--- src/rtl/adc_dma_pkg.sv ---
package adc_dma_pkg;
  // instruction bit positions (decoded by the sequencer)
  localparam int unsigned INS_W     = 8;
  localparam int unsigned BIT_SEL0  = 4;
  localparam int unsigned BIT_SEL1  = 5;
  localparam int unsigned BIT_EOP   = 6;
  localparam int unsigned BIT_CONT  = 7;

  typedef enum logic [2:0] {
    ST_IDLE  = 3'd0,
    ST_FETCH = 3'd1,
    ST_EXEC  = 3'd2,
    ST_WAIT  = 3'd3,
    ST_WR1   = 3'd4
  } seq_state_t;
endpackage

--- src/rtl/instr_mem.sv ---
module instr_mem #(
  parameter int unsigned IDX_W = 6,
  parameter int unsigned W     = 8
) (
  input  logic             clk,
  input  logic             wr_en,
  input  logic [IDX_W-1:0] wr_idx,
  input  logic [W-1:0]     wr_val,
  input  logic [IDX_W-1:0] rd_idx,
  output logic [W-1:0]     rd_val
);
  localparam int unsigned DEPTH = 1 << IDX_W;

  logic [W-1:0] store [DEPTH];

  // one write port, one registered read port: maps onto a simple dual-port RAM
  always_ff @(posedge clk) begin
    if (wr_en) store[wr_idx] <= wr_val;
  end

  always_ff @(posedge clk) begin
    rd_val <= store[rd_idx];
  end
endmodule

--- src/rtl/seq_core.sv ---
module seq_core
  import adc_dma_pkg::*;
#(
  parameter int unsigned IDX_W  = 6,
  parameter int unsigned ADDR_W = 16,
  parameter int unsigned DATA_W = 16,
  parameter int unsigned CNT_W  = 16
) (
  input  logic              clk,
  input  logic              rst,
  input  logic              start,
  input  logic              abort,
  input  logic [IDX_W-1:0]  bound_idx,
  input  logic [ADDR_W-1:0] base_addr,
  input  logic [CNT_W-1:0]  rpt_limit,
  output logic [IDX_W-1:0]  ins_idx,
  input  logic [INS_W-1:0]  ins_val,
  input  logic              cnv0_rdy,
  input  logic [DATA_W-1:0] cnv0_data,
  input  logic              cnv1_rdy,
  input  logic [DATA_W-1:0] cnv1_data,
  output logic [1:0]        cnv_ack,
  output logic              mem_we,
  output logic [ADDR_W-1:0] mem_addr,
  output logic [DATA_W-1:0] mem_wdata,
  output logic              busy,
  output logic              done
);
  localparam logic [ADDR_W-1:0] WORD_STEP = ADDR_W'(DATA_W / 8);
  localparam logic [CNT_W-1:0]  ONE_PASS  = CNT_W'(1);

  seq_state_t        st;
  logic [IDX_W-1:0]  bnd_q;
  logic [ADDR_W-1:0] dptr;
  logic [CNT_W-1:0]  cnt;
  logic [1:0]        sel_q;
  logic [DATA_W-1:0] hold1;
  logic [1:0]        ins_sel;
  logic              all_rdy;

  assign ins_sel = {ins_val[BIT_SEL1], ins_val[BIT_SEL0]};
  assign all_rdy = (!sel_q[0] || cnv0_rdy) && (!sel_q[1] || cnv1_rdy);

  always_ff @(posedge clk) begin
    if (rst) begin
      st        <= ST_IDLE;
      bnd_q     <= '0;
      ins_idx   <= '0;
      dptr      <= '0;
      cnt       <= '0;
      sel_q     <= '0;
      hold1     <= '0;
      cnv_ack   <= '0;
      mem_we    <= 1'b0;
      mem_addr  <= '0;
      mem_wdata <= '0;
      busy      <= 1'b0;
      done      <= 1'b0;
    end else begin
      mem_we  <= 1'b0;
      cnv_ack <= '0;
      done    <= 1'b0;
      if (abort) begin
        st   <= ST_IDLE;
        busy <= 1'b0;
      end else begin
        unique case (st)
          ST_IDLE: begin
            if (start) begin
              bnd_q   <= bound_idx;
              ins_idx <= bound_idx;
              dptr    <= base_addr;
              cnt     <= rpt_limit;
              busy    <= 1'b1;
              st      <= ST_FETCH;
            end
          end
          ST_FETCH: st <= ST_EXEC;  // buffer read latency
          ST_EXEC: begin
            if (ins_val[BIT_EOP]) begin
              ins_idx <= bnd_q;
              if (ins_val[BIT_CONT]) begin
                st <= ST_FETCH;
              end else if (cnt <= ONE_PASS) begin
                cnt  <= '0;
                busy <= 1'b0;
                done <= 1'b1;
                st   <= ST_IDLE;
              end else begin
                cnt <= cnt - ONE_PASS;
                st  <= ST_FETCH;
              end
            end else if (ins_sel == 2'b00) begin
              ins_idx <= ins_idx + 1'b1;
              st      <= ST_FETCH;
            end else begin
              sel_q <= ins_sel;
              st    <= ST_WAIT;
            end
          end
          ST_WAIT: begin
            if (all_rdy) begin
              cnv_ack   <= sel_q;
              mem_we    <= 1'b1;
              mem_addr  <= dptr;
              mem_wdata <= sel_q[0] ? cnv0_data : cnv1_data;
              hold1     <= cnv1_data;
              dptr      <= dptr + WORD_STEP;
              if (sel_q == 2'b11) begin
                st <= ST_WR1;
              end else begin
                ins_idx <= ins_idx + 1'b1;
                st      <= ST_FETCH;
              end
            end
          end
          ST_WR1: begin
            mem_we    <= 1'b1;
            mem_addr  <= dptr;
            mem_wdata <= hold1;
            dptr      <= dptr + WORD_STEP;
            ins_idx   <= ins_idx + 1'b1;
            st        <= ST_FETCH;
          end
          default: st <= ST_IDLE;
        endcase
      end
    end
  end


  done_pulse_chk: assert property (@(posedge clk) disable iff (rst) done |=> !done);

  done_idle_chk: assert property (@(posedge clk) disable iff (rst) done |-> !busy);

  addr_step_chk: assert property (@(posedge clk) disable iff (rst)
    (mem_we && $past(mem_we)) |-> (mem_addr == $past(mem_addr) + WORD_STEP));

  ack_pulse_chk: assert property (@(posedge clk) disable iff (rst) (|cnv_ack) |=> (cnv_ack == 2'b00));

  busy_rise_chk: assert property (@(posedge clk) disable iff (rst) $rose(busy) |-> $past(start));

  abort_idle_chk: assert property (@(posedge clk) disable iff (rst) abort |=> (!busy && !mem_we && !done));

  write_busy_chk: assert property (@(posedge clk) disable iff (rst) mem_we |-> busy);
endmodule

--- src/rtl/adc_dma_seq.sv ---
module adc_dma_seq
  import adc_dma_pkg::*;
#(
  parameter int unsigned IDX_W  = 6,
  parameter int unsigned ADDR_W = 16,
  parameter int unsigned DATA_W = 16,
  parameter int unsigned CNT_W  = 16
) (
  input  logic              clk,
  input  logic              rst,
  input  logic              prog_we,
  input  logic [IDX_W-1:0]  prog_idx,
  input  logic [INS_W-1:0]  prog_byte,
  input  logic              start,
  input  logic              abort,
  input  logic [IDX_W-1:0]  bound_idx,
  input  logic [ADDR_W-1:0] base_addr,
  input  logic [CNT_W-1:0]  rpt_limit,
  input  logic              cnv0_rdy,
  input  logic [DATA_W-1:0] cnv0_data,
  input  logic              cnv1_rdy,
  input  logic [DATA_W-1:0] cnv1_data,
  output logic [1:0]        cnv_ack,
  output logic              mem_we,
  output logic [ADDR_W-1:0] mem_addr,
  output logic [DATA_W-1:0] mem_wdata,
  output logic              busy,
  output logic              done
);
  logic [IDX_W-1:0] rd_idx;
  logic [INS_W-1:0] rd_val;

  instr_mem #(.IDX_W(IDX_W), .W(INS_W)) u_buf (
    .clk    (clk),
    .wr_en  (prog_we),
    .wr_idx (prog_idx),
    .wr_val (prog_byte),
    .rd_idx (rd_idx),
    .rd_val (rd_val)
  );

  seq_core #(.IDX_W(IDX_W), .ADDR_W(ADDR_W), .DATA_W(DATA_W), .CNT_W(CNT_W)) u_core (
    .clk       (clk),
    .rst       (rst),
    .start     (start),
    .abort     (abort),
    .bound_idx (bound_idx),
    .base_addr (base_addr),
    .rpt_limit (rpt_limit),
    .ins_idx   (rd_idx),
    .ins_val   (rd_val),
    .cnv0_rdy  (cnv0_rdy),
    .cnv0_data (cnv0_data),
    .cnv1_rdy  (cnv1_rdy),
    .cnv1_data (cnv1_data),
    .cnv_ack   (cnv_ack),
    .mem_we    (mem_we),
    .mem_addr  (mem_addr),
    .mem_wdata (mem_wdata),
    .busy      (busy),
    .done      (done)
  );
endmodule

--- config.mk ---
export PLATFORM = sky130hd
export DESIGN_NAME = adc_dma_seq
export DESIGN_NICKNAME = d
export VERILOG_FILES = /design/src/rtl/adc_dma_pkg.sv /design/src/rtl/instr_mem.sv /design/src/rtl/seq_core.sv /design/src/rtl/adc_dma_seq.sv
export SDC_FILE = /design/constraint.sdc
export NUM_CORES = 1
export LEC_CHECK = 0
export BUFFER_PORTS_ARGS = -buffer_cell sky130_fd_sc_hd__buf_2
export CORE_ASPECT_RATIO = 1.2
export CORE_MARGIN = 8
export CORE_UTILIZATION = 60
export DETAILED_ROUTE_END_ITERATION = 16
export PLACE_DENSITY = 0.88
export SLEW_MARGIN = 0
export SYNTH_ARGS = -nofsm -noshare
export SYNTH_HDL_FRONTEND = slang
export SYNTH_SLANG_ARGS = --single-unit
--- constraint.sdc ---
create_clock -name clk -period 3.3 [get_ports clk]
set_input_delay 0.33 -clock clk [delete_from_list [all_inputs] [get_ports clk]]
set_output_delay 0.33 -clock clk [all_outputs]
set_load 0.02 [all_outputs]
==> run_results.csv, run 1 <==
group,metric,value,unit
run_status,outcome,"finished clean",
critical_path,criticalPathCategory,"reg -> reg",
power_and_ir_drop,peakVddDrop,0.564,mV
detailed_routing,wl_per_cell,22.4,um
synthesis,synth_top_area_cell,"edfxtp_1",
detailed_routing,firstDrtPassIters,6,
global_routing,antenna_found_initial,1,
critical_path,worstReg2RegStart,"u_core.st[1]$_SDFFE_PP0P_",
sta,max_freq,0.374,GHz
synthesis,ys_top_cells_by_count,"256 x edfxtp_1, 150 x nand2_1, 106 x dfxtp_1, 98 x nor2_1, 87 x a21oi_1",
sta,rsz0062_at_grt,"no",
placement,place_inst,1589,
synthesis,synthArstFlopShare,0,%
floorplan,die_width,162,um
detailed_routing,vias_per_cell,6.40,
floorplan,core_area,25300,sq um
detailed_routing,drt_iter0_markers,919,
synthesis,syn_nets,1286,
global_routing,grt_overflow,0,
final_layout,drive_gt1_share,21.4,%
sta,worst_pin_slew,1150,ps
global_routing,grt_use_total,23.8,%
clocking,ctsHoldBuffers,0,
sta,slew_headroom,23.5,%
global_routing,grt_pass1_vias,10600,
synthesis,ys.warnings.count,0,
clocking,post_cts_resized,0,
global_routing,grt_pass1_wl,58.3,mm
flow_run,drv_cap,0,
power_and_ir_drop,power.density,557,nW/um^2
critical_path,rr_endpoint,"u_core.st[0]$_SDFFE_PP0P_",
critical_path,worst_setup_path_start_kind,"flip-flop",
clocking,htreeDepth,2,
synthesis,synth_cells,1191,
min_path,hold_path_end,"u_core.bnd_q[0]$_SDFFE_PP0P_",
floorplan,die_area,31000,sq um
floorplan,io_pins,128,
critical_path,arrival,3090,ps
final_layout,n_antenna_cell,0,
min_path,min_from,"bound_idx[0]",
clocking,insertion_delay,520,ps
sta,slew_viol_final,0,
detailed_routing,wl,37.0,mm
synthesis,synth_top_area_share,50.0,%
placement,placed_area,16300,sq um
sta,final_hold_viol_count,0,
min_path,worstHoldPathCells,3,
floorplan,die_h,191,um
placement,place_ws,664,ps
critical_path,crit_required,3720,ps
synthesis,synth-main-ff-cell,"edfxtp_1",
clocking,cts.sinks,362,
synthesis,synth-edff-count,256,
power_and_ir_drop,p_leak,5.72,nW
final_layout,fin_nets,1390,
synthesis,synth_area_leaders,"edfxtp_1 50%, dfxtp_1 14%, mux4_2 9.4%, nand2_1 3.7%, a21oi_1 2.8%",
sta,setup_viol,0,
final_layout,fin_util,68.9,%
final_layout,fin_cells,1651,
min_path,hold_path_class,"in -> reg",
clocking,tritoncts,"done",
global_routing,grt_max_degree,65,
detailed_routing,ant_nets,0,
clocking,cts_setup_buffers,0,
floorplan,rows,64,
critical_path,critPathCaptureType,"flip-flop",
placement,port_buffers,123,
placement,gp_congestion,0.822,
critical_path,rr_worst_depth,4,
clocking,cts-root-to-sink-buffers,3,
final_layout,design_area,17400,sq um
synthesis,yosys_register_bits,362,
final_layout,areaGrowthSynthToFinish,13.5,%
floorplan,start_util,60.7,%
clocking,cts_made_buffers,34,
clocking,clk_pin_slew,70,ps
synthesis,synthesis.area,15400,sq um
synthesis,synthMostInstantiatedCell,"edfxtp_1",
sta,timing.setup.tns,0,ps
critical_path,r2r_slack,630,ps
sta,fin_crit,2670,ps
detailed_routing,drc,0,
final_layout,fillerInstances,1711,
synthesis,avgSynthCellArea,12.9,sq um
synthesis,ys_seq_area_share,63.8,%
placement,dp_hpwl,24.0,mm
sta,fin_crit_sh,81.0,%
clocking,cts_root_buf,"clkbuf_16",
sta,fin_worst_skew,14.3,ps
synthesis,synthDistinctLibCells,67,
sta,fin_ws,626,ps
critical_path,worstPathMaxFanout,22,
detailed_routing,vias,10600,
-- power breakdown --
part | internal (mW) | total [mW] | switching, mW
registers | 4.93 | 5.02 | 0.0927
clock network | 2.30 | 3.99 | 1.68
logic | 0.297 | 0.715 | 0.418
total | 7.53 | 9.72 | 2.19
-- final cells by class --
class | count | area (sq um) | area share, %
Sequential cell | 362 | 9820 | 56.3
Multi-Input combinational cell | 741 | 5190 | 29.8
Inverter | 8 | 30.0 | 0.172
Clock inverter | 19 | 191 | 1.10
Tap cell | 330 | 413 | 2.37
Timing Repair Buffer | 148 | 841 | 4.82
Clock buffer | 43 | 951 | 5.45
-- cells by family after synthesis --
kind of cell | after synthesis | share of synthesized area, %
AND/OR/NAND/NOR | 398 | 12.0
multiplexers | 93 | 11.3
adder cells (fa/ha/maj) | 4 | 0.326
XOR/XNOR | 3 | 0.171
AO/OA/AOI/OAI | 243 | 10.1
buffers and inverters | 88 | 2.37
flip-flops | 362 | 63.8
-- state kept, by name, indices dropped and copies added (netlist names) --
register,count
u_core.hold1,16
u_core.st,3
u_core.cnt,16
u_core.done,1
u_core.bnd_q,6
u_core.busy,1
u_core.mem_addr,16
u_buf.store,256
u_core.cnv_ack,2
u_core.dptr,16
u_buf.rd_val,4
u_core.sel_q,2
u_core.mem_we,1
u_core.ins_idx,6
u_core.mem_wdata,16
-- worst max-delay path, stage by stage, from the launching register on --
cell and delay [ps]:
dfxtp_1 590, or3b_2 710, a21oi_2 800, o22ai_1 200, a221oi_1 290
-- worst max-delay path by stage --
stage / from / to / slack [ps]
6_report: u_core.st[1]$_SDFFE_PP0P_ / u_core.st[0]$_SDFFE_PP0P_ / 630
5_1_grt: u_core.st[1]$_SDFFE_PP0P_ / u_core.st[0]$_SDFFE_PP0P_ / 430
4_1_cts: u_core.st[1]$_SDFFE_PP0P_ / u_core.st[0]$_SDFFE_PP0P_ / 640
3_5_place_dp: u_core.st[1]$_SDFFE_PP0P_ / u_core.st[0]$_SDFFE_PP0P_ / 660
3_3_place_gp: u_core.st[1]$_SDFFE_PP0P_ / u_core.st[0]$_SDFFE_PP0P_ / 760
2_1_floorplan: u_core.ins_idx[0]$_SDFFE_PP0P_ / u_buf.rd_val[6]$_DFF_P_ / 1300
-- layer usage --
layer | vias up | GRT usage [%] | wire (um)
li1 | 4766 | - | -
met3 | 96 | 4.01 | 2790
met5 | - | 0 | 10
met1 | 5149 | 29.2 | 14100
met4 | 2 | 7.85 | 1160
met2 | 560 | 42.2 | 18900
-- cell usage in the layout, fill, tap and decap left out, types with 5 or more instances in the layout --
cell	synthesis	routed
a31oi_1	8	8
o21ai_0	43	43
nor2b_1	13	13
or3_1	7	7
a211oi_1	14	14
clkbuf_16	0	36
nand4_1	11	11
a21oi_1	87	87
nand3_1	37	37
edfxtp_1	256	256
inv_1	8	8
o211ai_1	18	18
a22oi_1	14	14
a311oi_1	5	5
or2_2	5	5
nor4_1	8	8
o22ai_1	5	5
clkinv_2	0	8
nand2b_1	11	11
mux2i_1	28	28
buf_4	1	22
a21o_1	5	5
mux4_2	64	64
nand2_1	150	150
dfxtp_1	106	103
nor2_1	98	98
buf_2	24	123
o32ai_1	8	8
nor3_1	28	28
-- per-stage QoR --
step | hold WS [ps] | total power, mW
after global placement | 439 | 5.78
after floorplan | 429 | 5.54
final | 59.2 | 9.72
after global routing | 68.4 | 9.98
after CTS | 38.5 | 9.76
after detailed placement | 445 | 5.81
Power figures use the tool's default switching activity.
==> run 2: changes to the inputs <==
Clock period 3.3 ns to 2.8 ns, I/O delays scaled along.
==> run 2 against run 1 <==
  * Final area grew 0.16%
  * Largest cell class unchanged
  * Power grew 15%
  * Combinational power grew 21%
  * Cell count grew 0.91%
  * Clock power grew 12%
  * Clock skew grew 6.8 ps
  * Via count shrank 0.34%
  * Maximum frequency grew 16%
  * Non-clock buffer count grew 13
  * Sequential share of layout area shrank 0.089 points
==> run_results.csv, run 2 (synthesized netlist as in run 1, its figures left out) <==
group,metric,value,unit
sta,fin_ws,492,ps
critical_path,critPathTopFamily,"compound AO/OA/AOI/OAI gates",
detailed_routing,firstDrtPassIters,7,
clocking,cts_made_buffers,35,
floorplan,die_width,162,um
power_and_ir_drop,finalPower,11.2,mW
critical_path,max_stage_delay,580,ps
final_layout,top_register,"u_buf.store",
detailed_routing,drt_iter0_markers,849,
global_routing,grt_overflow,0,
sta,rsz0062_at_grt,"no",
global_routing,grt_max_degree,65,
final_layout,seq_area,9820,sq um
floorplan,rows,64,
power_and_ir_drop,p_leak,5.74,nW
sta,timing.hold.ws,18.7,ps
final_layout,fin_nets,1404,
global_routing,grt_pass1_vias,10600,
clocking,insertion_delay,530,ps
power_and_ir_drop,peakVddDrop,0.533,mV
final_layout,areaGrowthSynthToFinish,13.6,%
clocking,post_cts_resized,0,
final_layout,n_antenna_cell,0,
placement,place_ws,519,ps
critical_path,r2r_slack,490,ps
sta,fin_crit,2310,ps
min_path,min_from,"base_addr[0]",
global_routing,grt_pass1_wl,56.8,mm
detailed_routing,wl,36.3,mm
final_layout,fin_util,69.0,%
floorplan,die_h,191,um
detailed_routing,vias_per_cell,6.32,
power_and_ir_drop,p_switching,2.57,mW
global_routing,grt_use_total,23.3,%
critical_path,worstPathCellList,"buf_12 > mux4_2 > a22oi_1 > a31oi_1 > a21oi_1 > o21ai_0",
critical_path,worstPathMaxFanout,24,
placement,dp_hpwl,24.4,mm
detailed_routing,ant_nets,0,
critical_path,worstReg2RegStart,"u_core.ins_idx[0]$_SDFFE_PP0P_",
sta,slew_viol_final,0,
global_routing,antenna_found_initial,0,
critical_path,critPathCaptureType,"flip-flop",
flow_run,drv_cap,0,
power_and_ir_drop,swShare,22.9,%
power_and_ir_drop,pwr-share-comb,7.7,%
detailed_routing,wl_per_cell,21.8,um
critical_path,worst_setup_path_start_kind,"flip-flop",
final_layout,layout_common_cells,"256 x edfxtp_1, 150 x nand2_1, 123 x buf_2",
critical_path,criticalPathCategory,"reg -> reg",
critical_path,slowest_stage,"mux4_2",
final_layout,drive_gt1_share,21.6,%
floorplan,io_pins,128,
final_layout,multi_input_comb_area,5190,sq um
clocking,cts-root-to-sink-buffers,3,
clocking,cts.sinks,362,
final_layout,layout_commonest_cell,"edfxtp_1",
placement,gp_congestion,0.825,
critical_path,crit_path_start,"u_core.ins_idx[0]$_SDFFE_PP0P_",
sta,timing.setup.tns,0,ps
clocking,clk_pin_slew,60,ps
sta,max_freq,0.433,GHz
detailed_routing,vias,10500,
sta,fin_worst_skew,21.1,ps
min_path,worstHoldPathCells,3,
min_path,hold_path_class,"in -> reg",
power_and_ir_drop,p_int,8.64,mW
floorplan,die_area,31000,sq um
clocking,cts_root_buf,"clkbuf_16",
detailed_routing,drc,0,
power_and_ir_drop,power.density,642,nW/um^2
final_layout,largest_register_ffs,256,
final_layout,fillerInstances,1688,
floorplan,core_area,25300,sq um
sta,setup_viol,0,
sta,fin_crit_sh,82.4,%
sta,worst_pin_slew,1170,ps
clocking,tritoncts,"done",
sta,final_hold_viol_count,0,
power_and_ir_drop,pwr-share-seq,52.6,%
critical_path,crit_required,3180,ps
run_status,outcome,"finished clean",
clocking,htreeDepth,2,
sta,slew_headroom,22.1,%
placement,port_buffers,123,
critical_path,rr_endpoint,"u_buf.rd_val[5]$_DFF_P_",
floorplan,start_util,60.7,%
critical_path,arrival,2690,ps
critical_path,path_buf_inv,1,
critical_path,rr_worst_depth,6,
min_path,hold_path_end,"u_core.dptr[0]$_SDFFE_PP0P_",
power_and_ir_drop,clkPwrFrac,39.7,%
run 2: cell types whose count changed in the layout (fill, tap and decap cells not counted), sizes merged:
cell,before,now
buf,148,158
bufinv,3,0
clkinv,14,9
clkbuf,43,51
clkinvlp,0,2
dlygate4sd3,0,3
run 2: worst register-to-register path: cells and delay by family, from the launching register on:
family	cells	cell delay, ps
AOI/OAI and AO/OA	4	790
buffers and inverters	1	270
DFF	1	540
muxes	1	590
run 2: worst max path at each step:
stage                                           to  slack (ps)  cells past startpoint
finish                     u_buf.rd_val[5]$_DFF_P_         490                      6
global route        u_core.ins_idx[0]$_SDFFE_PP0P_         260                      5
CTS                        u_buf.rd_val[5]$_DFF_P_         490                      6
detailed placement         u_buf.rd_val[7]$_DFF_P_         520                      6
global placement           u_buf.rd_val[4]$_DFF_P_         610                      6
floorplan                  u_buf.rd_val[6]$_DFF_P_         800                      6
run 2: routing by layer:
| layer | wire, um | vias to the layer above | global-route usage [%] |
|---|---|---|---|
| met3 | 2810 | 78 | 4.29 |
| li1 | - | 4796 | - |
| met1 | 14000 | 5164 | 28.5 |
| met2 | 18500 | 499 | 40.5 |
| met4 | 1070 | 0 | 8.81 |
| met5 | 0 | - | 0 |
run 2: layout make-up:
cell class                 count  share of cell area, %
tap                          330                   2.36
clock buffer                  51                   5.65
sequential                   362                   56.2
multi-input combinational    741                   29.7
inverter                       8                  0.172
timing repair buffer         161                   5.34
clock inverter                13                  0.516
run 2: power by group through the flow:
stage	clock, mW	combinational [mW]	sequential [mW]
3_3_place_gp	0	0.821	6.00
2_1_floorplan	0	0.564	5.96
4_1_cts	4.51	0.866	5.89
5_1_grt	4.70	0.942	5.90
6_report	4.45	0.867	5.90
3_5_place_dp	0	0.853	6.01
run 2: metrics by stage:
stage / cells / area, sq um
after CTS: 1666 / 17500
final: 1666 / 17500
after detailed placement: 1599 / 16400
after floorplan: 1191 / 15400
after global placement: 1599 / 16400
after global routing: 1666 / 17500
run 2: repair_timing:
action	4_1_cts	5_1_grt
setup endpoints to repair	0	0
setup buffers	0	0
hold endpoints to repair	3	0
hold buffers	3	0
==> run 3: changes to the inputs <==
Clock period 2.8 ns to 2.2 ns, I/O delays scaled along.
==> run 3 against run 2 <==
  * Via count is 3.6% higher
  * Non-clock buffer count rose by 52
  * Sequential power is 27% higher
  * Register-to-register slack worse by 380 ps
  * Flip-flop and latch count did not move
==> run_results.csv, run 3 (synthesized netlist as in run 1, its figures left out) <==
group,metric,value,unit
critical_path,crit_required,2650,ps
floorplan,start_util,60.7,%
power_and_ir_drop,power.density,798,nW/um^2
floorplan,io_pins,128,
clocking,cts-root-to-sink-buffers,3,
global_routing,grt_pass1_wl,59.5,mm
sta,slew_viol_final,0,
placement,place_inst,1624,
critical_path,slowest_stage,"dfxtp_1",
clocking,cts_setup_buffers,0,
detailed_routing,drt_iter0_markers,1278,
final_layout,layout_common_cells,"256 x edfxtp_1, 150 x nand2_1, 123 x buf_2",
flow_run,drv_cap,0,
sta,fin_crit,2080,ps
clocking,cts.sinks,362,
placement,port_buffers,123,
sta,fin_crit_sh,94.8,%
critical_path,critPathTopFamily,"simple AND/OR/NAND/NOR gates",
final_layout,fin_nets,1455,
sta,rsz0062_at_grt,"no",
placement,placed_area,16600,sq um
final_layout,areaGrowthSynthToFinish,17.0,%
detailed_routing,drc,0,
placement,gp_congestion,0.841,
power_and_ir_drop,swShare,22.7,%
power_and_ir_drop,p_leak,5.98,nW
detailed_routing,vias_per_cell,6.37,
power_and_ir_drop,p_int,11.1,mW
critical_path,max_stage_delay,550,ps
sta,final_hold_viol_count,0,
floorplan,rows,64,
critical_path,worstPathCellList,"and3b_2 > a32oi_1 > or2_1 > or4_1 > a31oi_1",
power_and_ir_drop,pwr-share-comb,8.3,%
critical_path,worstPathMaxFanout,12,
clocking,htreeDepth,2,
sta,fin_ws,115,ps
final_layout,largest_register_ffs,256,
placement,place_ws,65.6,ps
final_layout,layout_commonest_cell,"edfxtp_1",
global_routing,grt_max_degree,65,
detailed_routing,wl_per_cell,22.2,um
final_layout,design_area,18000,sq um
power_and_ir_drop,pwr-share-seq,52.2,%
sta,slew_headroom,40.3,%
detailed_routing,vias,10900,
global_routing,grt_pass1_vias,10800,
floorplan,die_width,162,um
clocking,insertion_delay,520,ps
floorplan,core_area,25300,sq um
global_routing,grt_overflow,0,
sta,timing.hold.ws,18.8,ps
sta,timing.setup.tns,0,ps
global_routing,antenna_found_initial,0,
critical_path,critPathCaptureType,"flip-flop",
global_routing,grt_use_total,24.4,%
power_and_ir_drop,peakVddDrop,0.725,mV
clocking,cts_root_buf,"clkbuf_16",
placement,dp_hpwl,24.6,mm
sta,worst_pin_slew,889,ps
run_status,outcome,"finished clean",
critical_path,arrival,2530,ps
final_layout,fin_cells,1713,
detailed_routing,wl,38.0,mm
critical_path,worst_setup_path_start_kind,"flip-flop",
clocking,cts_made_buffers,34,
critical_path,path_buf_inv,0,
clocking,tritoncts,"done",
floorplan,die_area,31000,sq um
final_layout,top_register,"u_buf.store",
detailed_routing,ant_nets,0,
sta,fin_worst_skew,13.5,ps
floorplan,die_h,191,um
final_layout,n_antenna_cell,0,
detailed_routing,firstDrtPassIters,5,
final_layout,drive_gt1_share,22.7,%
min_path,hold_path_class,"in -> reg",
critical_path,criticalPathCategory,"reg -> reg",
clocking,clk_pin_slew,60,ps
power_and_ir_drop,clkPwrFrac,39.4,%
power_and_ir_drop,p_switching,3.26,mW
sta,max_freq,0.480,GHz
sta,setup_viol,0,
-- run 3: changes by cell type in the layout (fill, tap and decap cells not counted), moves of 2 or more --
cell | before | now
dlygate4sd3_1 | 3 | 30
buf_4 | 33 | 52
buf_12 | 2 | 8
clkbuf_1 | 12 | 7
bufinv_16 | 0 | 2
clkbuf_16 | 36 | 34
-- run 3: power by group through the flow --
stage | Clock (mW) | Sequential (mW) | Combinational, mW
after floorplan | 0 | 7.59 | 0.718
after global placement | 0 | 7.63 | 1.09
after detailed placement | 0 | 7.64 | 1.13
after CTS | 5.72 | 7.50 | 1.19
after global routing | 5.98 | 7.51 | 1.30
final | 5.66 | 7.50 | 1.20
-- run 3: final timing paths --
kind | from | to | slack, ps | cells past startpoint
worst max-delay path | u_core.st[1]$_SDFFE_PP0P_ | u_core.dptr[4]$_SDFFE_PP0P_ | 120 | 5
worst max register to register | u_core.st[1]$_SDFFE_PP0P_ | u_core.dptr[4]$_SDFFE_PP0P_ | 120 | 5
worst min-delay path | base_addr[6] | u_core.dptr[6]$_SDFFE_PP0P_ | 20 | 3
worst min register to register | u_core.bnd_q[4]$_SDFFE_PP0P_ | u_core.bnd_q[4]$_SDFFE_PP0P_ | 450 | 2
-- run 3: final cells by class --
class                      instances  area (sq um)
sequential                       362          9820
tap                              330           413
timing repair buffer             213          1470
multi-input combinational        741          5200
clock inverter                    16           156
inverter                           8          30.0
clock buffer                      43           905
fill                            1613          7320
-- run 3: repair_timing --
item,4_1_cts,5_1_grt
endpoints found under the hold margin,30,0
hold buffers,30,0
resized for setup,0,2
endpoints found under the setup margin,0,18
-- run 3: stage by stage --
stage	power (mW)	utilization (%)
finish	14.4	71.1
global route	14.8	71.1
CTS	14.4	71.1
detailed placement	8.77	65.7
global placement	8.73	65.7
floorplan	8.31	-
-- run 3: layer usage --
| layer | track usage (%) | routed length [um] | share of wire, % |
|---|---|---|---|
| met1 | 30.2 | 14300 | 38 |
| met5 | 0 | 0 | 0 |
| met2 | 42.3 | 19300 | 51 |
| met4 | 8.95 | 1190 | 3.1 |
| met3 | 4.31 | 3200 | 8.4 |
-- run 3: worst min-delay path, stage by stage --
cell and delay (ps):
buf_2 110, nor2_1 90, a2111oi_0 60
